## config.mk

```make
export PLATFORM = sky130hd
export DESIGN_NAME = pdiv3_top
export DESIGN_NICKNAME = d
export VERILOG_FILES = /design/src/rtl/pdiv_pkg.sv /design/src/rtl/pdiv_step.sv /design/src/rtl/pdiv_unfold.sv /design/src/rtl/pdiv3_top.sv
export SDC_FILE = /design/constraint.sdc
export NUM_CORES = 1
export LEC_CHECK = 0
export BUFFER_PORTS_ARGS = -buffer_cell sky130_fd_sc_hd__buf_4
export CORE_AREA = 3 3 40 42
export DETAILED_ROUTE_END_ITERATION = 16
export DIE_AREA = 0 0 43 45
export GPL_TIMING_DRIVEN = 1
export HOLD_SLACK_MARGIN = 0.1
export PLACE_DENSITY = 0.51
export SETUP_SLACK_MARGIN = 0.02
export SLEW_MARGIN = 20
export SYNTH_ARGS = -nofsm -noshare
export SYNTH_HDL_FRONTEND = slang
export SYNTH_SLANG_ARGS = --single-unit
```

## constraint.sdc

```tcl
create_clock -name clk -period 1.8 [get_ports clk]
set_clock_uncertainty 0.15 [all_clocks]
set_input_delay 0.18 -clock clk [delete_from_list [all_inputs] [get_ports clk]]
set_output_delay 0.18 -clock clk [all_outputs]
set_load 0.005 [all_outputs]
```

## src/rtl/pdiv_pkg.sv

```systemverilog
package pdiv_pkg;
    localparam int             REM_W_DEF  = 5;
    localparam int             WORD_W_DEF = 3;
    // y^0, y^1, y^3 feedback points of y^5 + y^3 + y + 1
    localparam logic [4:0]     TAPS_DEF   = 5'b01011;
endpackage

```

## src/rtl/pdiv_step.sv

```systemverilog
// One serial division step: absorb one message bit.
module pdiv_step #(
    parameter int             REM_W = 5,
    parameter logic [REM_W-1:0] TAPS = 5'b01011
) (
    input  logic [REM_W-1:0] r_i,
    input  logic             bit_i,
    output logic [REM_W-1:0] r_o
);
    logic fb;
    always_comb begin
        fb  = r_i[REM_W-1] ^ bit_i;
        r_o = {r_i[REM_W-2:0], 1'b0} ^ ({REM_W{fb}} & TAPS);
    end
endmodule

```

## src/rtl/pdiv_unfold.sv

```systemverilog
// Chain of WORD_W serial steps; word MSB is absorbed first.
module pdiv_unfold #(
    parameter int             REM_W  = 5,
    parameter int             WORD_W = 3,
    parameter logic [REM_W-1:0] TAPS = 5'b01011
) (
    input  logic [REM_W-1:0]  r_i,
    input  logic [WORD_W-1:0] w_i,
    output logic [REM_W-1:0]  r_o
);
    logic [REM_W-1:0] chain [0:WORD_W];

    assign chain[0] = r_i;

    for (genvar k = 0; k < WORD_W; k++) begin : g_stage
        pdiv_step #(.REM_W(REM_W), .TAPS(TAPS)) u_step (
            .r_i   (chain[k]),
            .bit_i (w_i[WORD_W-1-k]),
            .r_o   (chain[k+1])
        );
    end

    assign r_o = chain[WORD_W];
endmodule

```

## src/rtl/pdiv3_top.sv

```systemverilog
module pdiv3_top
    import pdiv_pkg::*;
#(
    parameter int               REM_W  = REM_W_DEF,
    parameter int               WORD_W = WORD_W_DEF,
    parameter logic [REM_W-1:0] TAPS   = TAPS_DEF
) (
    input  logic              clk,
    input  logic              clr,
    input  logic [WORD_W-1:0] din,
    input  logic              din_valid,
    input  logic              din_last,
    output logic [REM_W-1:0]  rem_out,
    output logic              done
);
    typedef struct packed {
        logic [REM_W-1:0] rem;
        logic             held;
        logic             done;
    } state_t;

    state_t           st_d, st_q;
    logic [REM_W-1:0] rem_next;

    pdiv_unfold #(.REM_W(REM_W), .WORD_W(WORD_W), .TAPS(TAPS)) u_unfold (
        .r_i (st_q.rem),
        .w_i (din),
        .r_o (rem_next)
    );

    always_comb begin
        st_d      = st_q;
        st_d.done = 1'b0;
        if (clr) begin
            st_d = '0;
        end else if (din_valid && !st_q.held) begin
            st_d.rem = rem_next;
            if (din_last) begin
                st_d.held = 1'b1;
                st_d.done = 1'b1;
            end
        end
    end

    always_ff @(posedge clk) begin
        st_q <= st_d;
    end

    assign rem_out = st_q.rem;
    assign done    = st_q.done;
endmodule

```

======== Yosys cells after proc, flatten, opt, wreduce, memory -nomap -nowiden ========
Index checks and enable logic that the tools add are counted.
word-level totals
  register bits after elaboration ......... 7
  bits of input ports ..................... 7
  output and inout bits ................... 6
cells by class
  multiplexer cells ....................... 1
  bitwise operators ....................... 7
  reduce and logical (&&, ||, !) cells .... 4
operator list
  kind               number
  $xor 5x4->5        3
  $xor 1x1->1        3
  $reduce_and 2->1   1
  $reduce_or 2->1    1
  $logic_and 1x1->1  1
  $logic_not 1->1    1
  $mux 1             1
  $not 1->1          1

======== Longest topological paths before layout ========
Gate-level depths: netlist of run 1.
  depth after elaboration ................. 6
  mapped depth ............................ 4
  mapped depth without buffers ............ 3

======== By module ========
From an unflattened synthesis of run 1, not the netlist that was laid out.
unflattened totals
  cells, all modules ...................... 50
  area total of the unflattened synthesis .. 563.0 um2
modules (own cells, without submodules)
  module     instances  cells an instance  area each (um2)
  pdiv3_top  1          32                 326.6
  pdiv_step  3          6                  78.8

======== Worst setup path after synthesis of run 1 ========
OpenSTA, ideal clock, no wires.
  path type ............................... flip-flop to flip-flop
  start point ............................. register st_q, in the netlist rem_out[4]
  end point ............................... register st_q, in the netlist rem_out[1]
  arrival ................................. 1.218 ns
  data required time ...................... 1.571 ns
  setup slack ............................. 0.352 ns
  cell stages (with the launch flop) ...... 4
  cell sequence ........................... dfxtp_1 -> xnor2_1 -> xor3_1 -> a211oi_2
on the way
  word-level cells in the longest chain between the ends .. 5
RTL lines
  what                       line             source
  from (decl)                pdiv3_top.sv:22  state_t st_d, st_q;
  from (signal assigned)     pdiv3_top.sv:46  st_q <= st_d;
  $xor 1x1->1                pdiv_step.sv:12  fb = r_i[REM_W-1] ^ bit_i;
  $xor 5x4->5 (2 in series)  pdiv_step.sv:13  r_o = {r_i[REM_W-2:0], 1'b0} ^ ({REM_W{fb}} & TAPS);
  $xor 1x1->1                pdiv_step.sv:12
  $xor 5x4->5                pdiv_step.sv:13
Every way passes these cells.
A chain may end at the register's enable or synchronous reset.

======== Worst setup path in the final report of run 1 ========
  start point ............................. input port din_last
  end point ............................... register st_q[1] (netlist name)
on the way
  word-level cells in the longest chain between the ends .. 1
RTL lines
  what                        line             source
  from (decl)                 pdiv3_top.sv:12  input logic din_last,
  $reduce_and 2->1 (no line)  -
Every way passes these cells.

==> results of run 1 <==
-- through the flow --
stage               utilization  total power [uW]  area (um2)
finish                    0.420               514         539
global route              0.420               553         539
floorplan                     -               326         392
global placement          0.368               360         473
detailed placement        0.368               363         473
CTS                       0.420               524         539
-- Yosys cell counts --
library cell and count:
dfxtp_1 7, nor2_1 6, buf_4 5, xnor2_1 5
a211oi_1 2, mux2i_1 2, xor3_1 2, a211oi_2 1
a21oi_1 1, and3b_1 1, buf_2 1, nor2b_1 1
xor3_4 1
-- logic make-up after synthesis --
family                 share of synthesized area
flip-flops                                 0.358
AND/OR/NAND/NOR                           0.0959
buffers and inverters                      0.109
AO/OA/AOI/OAI                             0.0830
XOR/XNOR                                   0.304
multiplexers                              0.0511
-- layout make-up --
type,count,area share
Multi-Input combinational cell,22,0.387
Tap cell,15,0.0348
Clock buffer,4,0.0487
Timing Repair Buffer,18,0.269
Sequential cell,7,0.260
-- power groups by stage --
stage	combinational, uW	sequential, uW	clock (uW)
after floorplan	136	190	0
after global placement	167	192	0
after detailed placement	168	194	0
after CTS	177	191	156
after global routing	192	193	168
final	175	191	149
-- routing by layer --
layer  routed length, um  part of all wire  GRT usage  vias to the layer above
met4                  23             0.033     0.0904                        0
met2                 314              0.46      0.132                       11
met5                   0                 0          0                        -
met1                 287              0.42     0.0911                      126
met3                  63             0.092     0.0478                        3
li1                    -                 -          -                      143
-- flip-flops by register name, indices dropped and copies added (netlist names) --
signal,flops
done,1
rem_out,5
st_q,1
-- path summary, 6_finish.rpt --
kind / slack [ps] / start / cells after the start / endpoint
worst min-delay path: 160 / din[1] / 4 / rem_out[4]$_SDFFE_PP0P_
worst min register to register: 380 / rem_out[0]$_SDFFE_PP0P_ / 2 / rem_out[0]$_SDFFE_PP0P_
worst max register to register: 340 / rem_out[2]$_SDFFE_PP0P_ / 3 / rem_out[1]$_SDFFE_PP0P_
worst max-delay path: 220 / din_last / 5 / st_q[1]$_SDFFE_PP0P_
-- worst reg2reg max path, stage by stage (launching register included) --
cell      delay, ps
dfxtp_1         340
xnor2_1         240
xor3_1          460
a211oi_2        210
-- timing repair --
item,4_1_cts,5_1_grt
endpoints found under the hold margin,7,0
resized for setup,0,0
hold buffers,4,0
setup buffers,0,0
==> results.cfg, run 1 <==
[worst_setup_path]
cp.required_ps = 1810
cpPeakStageDelay_ps = 560
worst_setup_path_end_kind = register
start_kind = input pin
path_cells = dlygate4sd3_1 > buf_4 > a21oi_1 > dlygate4sd3_1 > nor2_1
timing_worst_setup_path_type = input pin to register
path_delay_family = buffers and inverters
cp_slowest_cell = dlygate4sd3_1
cp_max_fo = 2
critPathBufInv = 3
critical_path_arrival_ps = 1580
cpMostUsedCell = dlygate4sd3_1

[floorplanning]
die_h_um = 45
die_area_mm2 = 0.00194
core_area_mm2 = 0.00128
num_io_pins = 13
initial_utilization = 0.305
std_cell_rows = 13
die_x_um = 43

[clocking]
clkLatencyLatePin_ps = 260
cts_tree = yes
numCtsBuffers = 3
htree_levels = 1
cts_max_path_buffers = 2
path_clk_slew_ps = 50
clock-sinks = 7
cts_root_buf = clkbuf_4

[synthesis]
ys_ff_latch = 7
ys.warnings.count = 0
syn_area_um2 = 392
synth_area_leaders = dfxtp_1 36%, xor3_1 12%, xnor2_1 11%, buf_4 9.6%, xor3_4 7.0%
postSynthCellCount = 35
avgSynthCellArea_um2 = 11.2
synth_top_area_share = 0.358
syn-num-nets = 42
yosysTopAreaCell = dfxtp_1
synth.distinct_cells = 13
synth-seq-area-share = 0.358

[sta]
fin_crit_ps = 1580
hold_viol = 0
setup_viol = 0
fmax_ghz = 0.634
setup_tns_ps = 0
worst_pin_slew_ps = 283
hold_slack_ps = 165
relSlewSlack = 0.810
timing.final.crit_share = 0.877
rsz0062_at_grt = no
worst_slack_ps = 222
drv_slew = 0

[power_and_ir_drop]
clockPowerShare = 0.290
p_leak_uw = 0.000246
p_sw_uw = 135
internal_power_uw = 379
pwr-share-comb = 0.340
seqPwrFrac = 0.370
ir_drop_uv = 360
netSwitchingFraction = 0.263
power_density_mw_per_mm2 = 954

[grt]
grt-ovfl-total = 0
antenna_found_initial = 0
grt_pass1_wl_um = 1170
grt_max_degree = 10
grt_pass1_vias = 286
track_usage = 0.0906

[detailed_routing]
ant_nets = 0
wl_per_cell_um = 10.4
vias_per_cell = 4.29
wl_um = 688
drc_errors = 0
num_vias = 283
firstDrtPassIters = 2
dr.first_iter.drc_count = 4

[layout]
syn_to_final_growth_pct = 37.7
drive_above_1_share = 0.373
multiInputGateArea_um2 = 209
num-nets-final = 59
ff_latch_area_um2 = 140
n_antenna_cell = 0
fin_cells = 66
layout_common_cells = 14 x buf_4, 7 x dfxtp_1, 6 x nor2_1, 5 x xnor2_1, 4 x dlygate4sd3_1
fillers = 135
layout_commonest_cell = buf_4

[flow_run]
cap_violations = 0

[placement]
dp_slack_ps = 338
dp_hpwl_um = 514
port_buffers = 12
placed_cells = 58
gp_congestion = 0.743

[worst_hold_path]
hp-class = input pin to register

[status]
status = completed
(Power assumes the default switching activity.)
==> run 2: changes to the inputs <==
BUFFER_PORTS_ARGS = -buffer_cell sky130_fd_sc_hd__buf_2   (was -buffer_cell sky130_fd_sc_hd__buf_4)
CORE_AREA = 2 2 39 41   (was 3 3 40 42)
DIE_AREA = 0 0 41 43   (was 0 0 43 45)
==> run 2 against run 1 <==
Against the previous run: die area fell by 8.9%; via count decreased by 1.4%; critical endpoint unchanged; flip-flop and latch count is the same; first-iteration DRC count down 25%; core utilization is 5.1 points lower; setup slack improved by 27 ps; count of clock-buffer cells in the layout stayed put; design area decreased by 5.3%; sequential power barely moved; combinational power shrank 7%; maximum frequency rose by 1.7%.
==> results.cfg, run 2 (synthesis gave the netlist of run 1 again) <==
[detailed_routing]
wl_met3_um = 66
firstDrtPassIters = 3
wl_um = 645
vias_per_cell = 4.16
num_vias = 279
highest_layer = met3
wl_per_cell_um = 9.63
dr.first_iter.drc_count = 3
wl_met1_um = 267
met2_length_um = 311
drc_errors = 0
ant_nets = 0

[grt]
antenna_found_initial = 0
grt_pass1_vias = 263
grt_max_degree = 10
grt_pass1_wl_um = 1120
track_usage = 0.102
grt-ovfl-total = 0

[worst_setup_path]
critical_path_arrival_ps = 1550
cp_max_fo = 2
timing_worst_setup_path_type = input pin to register
start_kind = input pin
worst_setup_path_end_kind = register
cp.required_ps = 1800

[power_and_ir_drop]
netSwitchingFraction = 0.261
internal_power_uw = 368
seqPwrFrac = 0.381
clockPowerShare = 0.293
p_sw_uw = 130
power_density_mw_per_mm2 = 974
pwr-share-comb = 0.327
ir_drop_uv = 368
p_leak_uw = 0.000240

[placement]
dp_slack_ps = 338
gp_congestion = 0.636
port_buffers = 12
dpl_cell_area_um2 = 444

[sta]
setup_viol = 0
fmax_ghz = 0.645
worst_pin_slew_ps = 265
fin_crit_ps = 1550
drv_slew = 0
relSlewSlack = 0.822
hold_slack_ps = 195
rsz0062_at_grt = no
timing.final.crit_share = 0.862
hold_viol = 0
worst_slack_ps = 249
setup_tns_ps = 0

[floorplanning]
die_x_um = 41
die_h_um = 43
core_area_mm2 = 0.00138
std_cell_rows = 14
initial_utilization = 0.283
die_area_mm2 = 0.00176
num_io_pins = 13

[layout]
design_area_um2 = 510
num-nets-final = 59
layout_common_cells = 12 x buf_2, 7 x dfxtp_1, 6 x nor2_1, 5 x xnor2_1, 4 x dlygate4sd3_1
n_antenna_cell = 0
drive_above_1_share = 0.373
fillers = 151
largest_register_ffs = 5
syn_to_final_growth_pct = 30.4
layout_commonest_cell = buf_2

[clocking]
cts_max_path_buffers = 2
numCtsBuffers = 3
htree_levels = 1
cts_tree = yes
cts_setup_buffers = 0
cts_root_buf = clkbuf_4
clkLatencyLatePin_ps = 250
path_clk_slew_ps = 50
clock-sinks = 7

[worst_hold_path]
hp-class = input pin to register

[flow_run]
cap_violations = 0

[status]
status = completed
==> run 2: cell counts in the layout (fill, tap and decap cells not counted) <==
Identical to the previous run, type by type.
==> run 2: worst max-delay path, cell delays in order <==
cell and delay, ps:
dlygate4sd3_1 530, buf_2 130, a21oi_1 120, dlygate4sd3_1 550, nor2_1 40
==> run 2: routing by layer <==
layer | global-route usage | vias up
met1 | 0.114 | 126
met5 | 0 | -
li1 | - | 143
met2 | 0.141 | 10
met4 | 0.0200 | 0
met3 | 0.0942 | 0
==> run 2: repair_timing <==
action                                 CTS  global route
hold buffers                             4             0
endpoints found under the hold margin    7             0
resized for setup                        0             0
==> run 2: path summary, 6_finish.rpt <==
check,start,slack [ps],to,depth (start not counted)
worst min-delay path,din[1],200,rem_out[4]$_SDFFE_PP0P_,4
worst min register to register,rem_out[0]$_SDFFE_PP0P_,380,rem_out[0]$_SDFFE_PP0P_,2
worst max-delay path,din_last,250,st_q[1]$_SDFFE_PP0P_,5
worst max register to register,rem_out[2]$_SDFFE_PP0P_,340,rem_out[1]$_SDFFE_PP0P_,3
==> run 2: power by group through the flow <==
| stage | clock network [uW] | registers, uW | logic [uW] |
|---|---|---|---|
| after floorplan | 0 | 190 | 136 |
| after global placement | 0 | 192 | 158 |
| after detailed placement | 0 | 192 | 157 |
| after CTS | 154 | 190 | 165 |
| final | 146 | 189 | 162 |
| after global routing | 166 | 192 | 180 |
==> run 2: cell type report <==
class	instances	area (um2)	area share
Sequential cell	7	140	0.275
Clock buffer	4	26.3	0.0515
Multi-Input combinational cell	22	209	0.409
Tap cell	16	20.0	0.0392
Timing Repair Buffer	18	115	0.225
==> run 2: per-stage QoR <==
step / std cells / total power (uW) / util
finish: 67 / 497 / 0.369
global route: 67 / 538 / 0.369
CTS: 67 / 508 / 0.369
detailed placement: 59 / 349 / 0.321
global placement: 59 / 350 / 0.321
floorplan: 35 / 326 / -
==> run 3: changes to the inputs <==
CTS_BUF_LIST = sky130_fd_sc_hd__clkbuf_4 sky130_fd_sc_hd__clkbuf_8   (was not set)
REMOVE_ABC_BUFFERS = 1   (was not set)
==> run 3 against run 2 <==
Against the previous run: wire length grew 4.7%; flip-flop and latch count unchanged; setup slack got worse by 24 ps; first-iteration DRC count down 33%; critical endpoint unchanged; register-to-register slack got worse by 100 ps.
==> results.cfg, run 3 (synthesis gave the netlist of run 1 again) <==
[status]
status = completed

[clocking]
cts_setup_buffers = 0
cts_root_buf = clkbuf_4
cts_max_path_buffers = 2
cts_tree = yes
clock-sinks = 7
clkLatencyLatePin_ps = 260
cts_hold_buf = 4
numCtsBuffers = 3
path_clk_slew_ps = 60
htree_levels = 1
cts_resized = 0

[grt]
grt_pass1_wl_um = 1190
track_usage = 0.105
grt_max_degree = 10
grt-ovfl-total = 0
antenna_found_initial = 0
grt_pass1_vias = 296

[detailed_routing]
wl_um = 675
wl_per_cell_um = 10.2
ant_nets = 0
vias_per_cell = 4.12
dr.first_iter.drc_count = 2
drc_errors = 0
firstDrtPassIters = 2
num_vias = 272

[sta]
setup_tns_ps = 0
hold_viol = 0
fmax_ghz = 0.635
setup_viol = 0
fin_crit_ps = 1570
hold_slack_ps = 183
relSlewSlack = 0.705
timing.final.crit_share = 0.875
rsz0062_at_grt = no
drv_slew = 0
worst_pin_slew_ps = 439

[power_and_ir_drop]
power_density_mw_per_mm2 = 977
p_sw_uw = 134
p_total_uw = 493
pwr-share-comb = 0.320
seqPwrFrac = 0.384
ir_drop_uv = 525
netSwitchingFraction = 0.271
clockPowerShare = 0.296
internal_power_uw = 359
p_leak_uw = 0.000237

[worst_hold_path]
hp-class = input pin to register
hp-start = din[1]

[worst_setup_path]
start_kind = input pin
worst_setup_path_end_kind = register
cp_max_fo = 2
regToRegSetupSlack_ps = 240
rr_startpoint = rem_out[4]$_SDFFE_PP0P_
timing_worst_setup_path_type = input pin to register
critical_path_arrival_ps = 1580
cp.required_ps = 1800
timing.critical_path.to = st_q[1]$_SDFFE_PP0P_
startpoint = din_last
reg2regPathDepth = 3
timing.rr.end = rem_out[1]$_SDFFE_PP0P_

[floorplanning]
die_area_mm2 = 0.00176
die_h_um = 43
die_x_um = 41
num_io_pins = 13
std_cell_rows = 14
core_area_mm2 = 0.00138
initial_utilization = 0.283

[layout]
largest_register_ffs = 5
layout_commonest_cell = buf_2
n_antenna_cell = 0
syn_to_final_growth_pct = 28.8
drive_above_1_share = 0.380
num-nets-final = 58
layout_common_cells = 12 x buf_2, 7 x dfxtp_1, 6 x nor2_1, 5 x xnor2_1, 4 x dlygate4sd3_1
design_area_um2 = 504
fillers = 155

[placement]
dpl_cell_area_um2 = 437
port_buffers = 12
gp_congestion = 0.585

[flow_run]
cap_violations = 0
## run 3: changes by cell type in the layout (fill, tap and decap cells not counted)
cell / before / now
buf_4: 2 / 1
clkbuf_1: 1 / 0
clkinv_2: 0 / 1
## run 3: how the worst min path moves through the flow
stage	to	slack, ps	depth (start not counted)
detailed placement	st_q[1]$_SDFFE_PP0P_	280	3
global route	rem_out[4]$_SDFFE_PP0P_	220	4
finish	rem_out[4]$_SDFFE_PP0P_	180	4
CTS	rem_out[4]$_SDFFE_PP0P_	190	4
global placement	st_q[1]$_SDFFE_PP0P_	270	3
floorplan	rem_out[1]$_SDFFE_PP0P_	90	1
## run 3: area by class of cell
class / instances / area [um2] / area share
multi-input cells: 22 / 209 / 0.414
flip-flops and latches: 7 / 140 / 0.278
repair buffers: 17 / 108 / 0.213
clock buffers: 3 / 22.5 / 0.0447
well taps: 16 / 20.0 / 0.0397
clock inverters: 1 / 5.00 / 0.00993
## run 3: power by group through the flow
stage | Sequential (uW) | Combinational, uW | Clock (uW)
after floorplan | 193 | 112 | 0
after global placement | 192 | 151 | 0
after detailed placement | 192 | 152 | 0
after CTS | 189 | 160 | 152
after global routing | 192 | 174 | 163
final | 189 | 158 | 146
## run 3: metrics by stage
step	instances	setup WS [ps]	utilization
3_5_place_dp	58	232	0.316
6_report	66	225	0.364
4_1_cts	66	213	0.364
5_1_grt	66	148	0.364
3_3_place_gp	58	242	0.316
2_1_floorplan	29	338	-
## run 3: routing by layer
layer | vias to the layer above | wire, um | GRT usage
met4 | 0 | 0 | 0.0400
met2 | 10 | 300 | 0.147
met3 | 0 | 64 | 0.0785
li1 | 141 | - | -
met5 | - | 0 | 0
met1 | 121 | 310 | 0.117
## run 3: worst max-delay path, stage by stage
cell	delay, ps
dlygate4sd3_1	540
buf_2	130
a21oi_1	130
dlygate4sd3_1	570
nor2_1	40
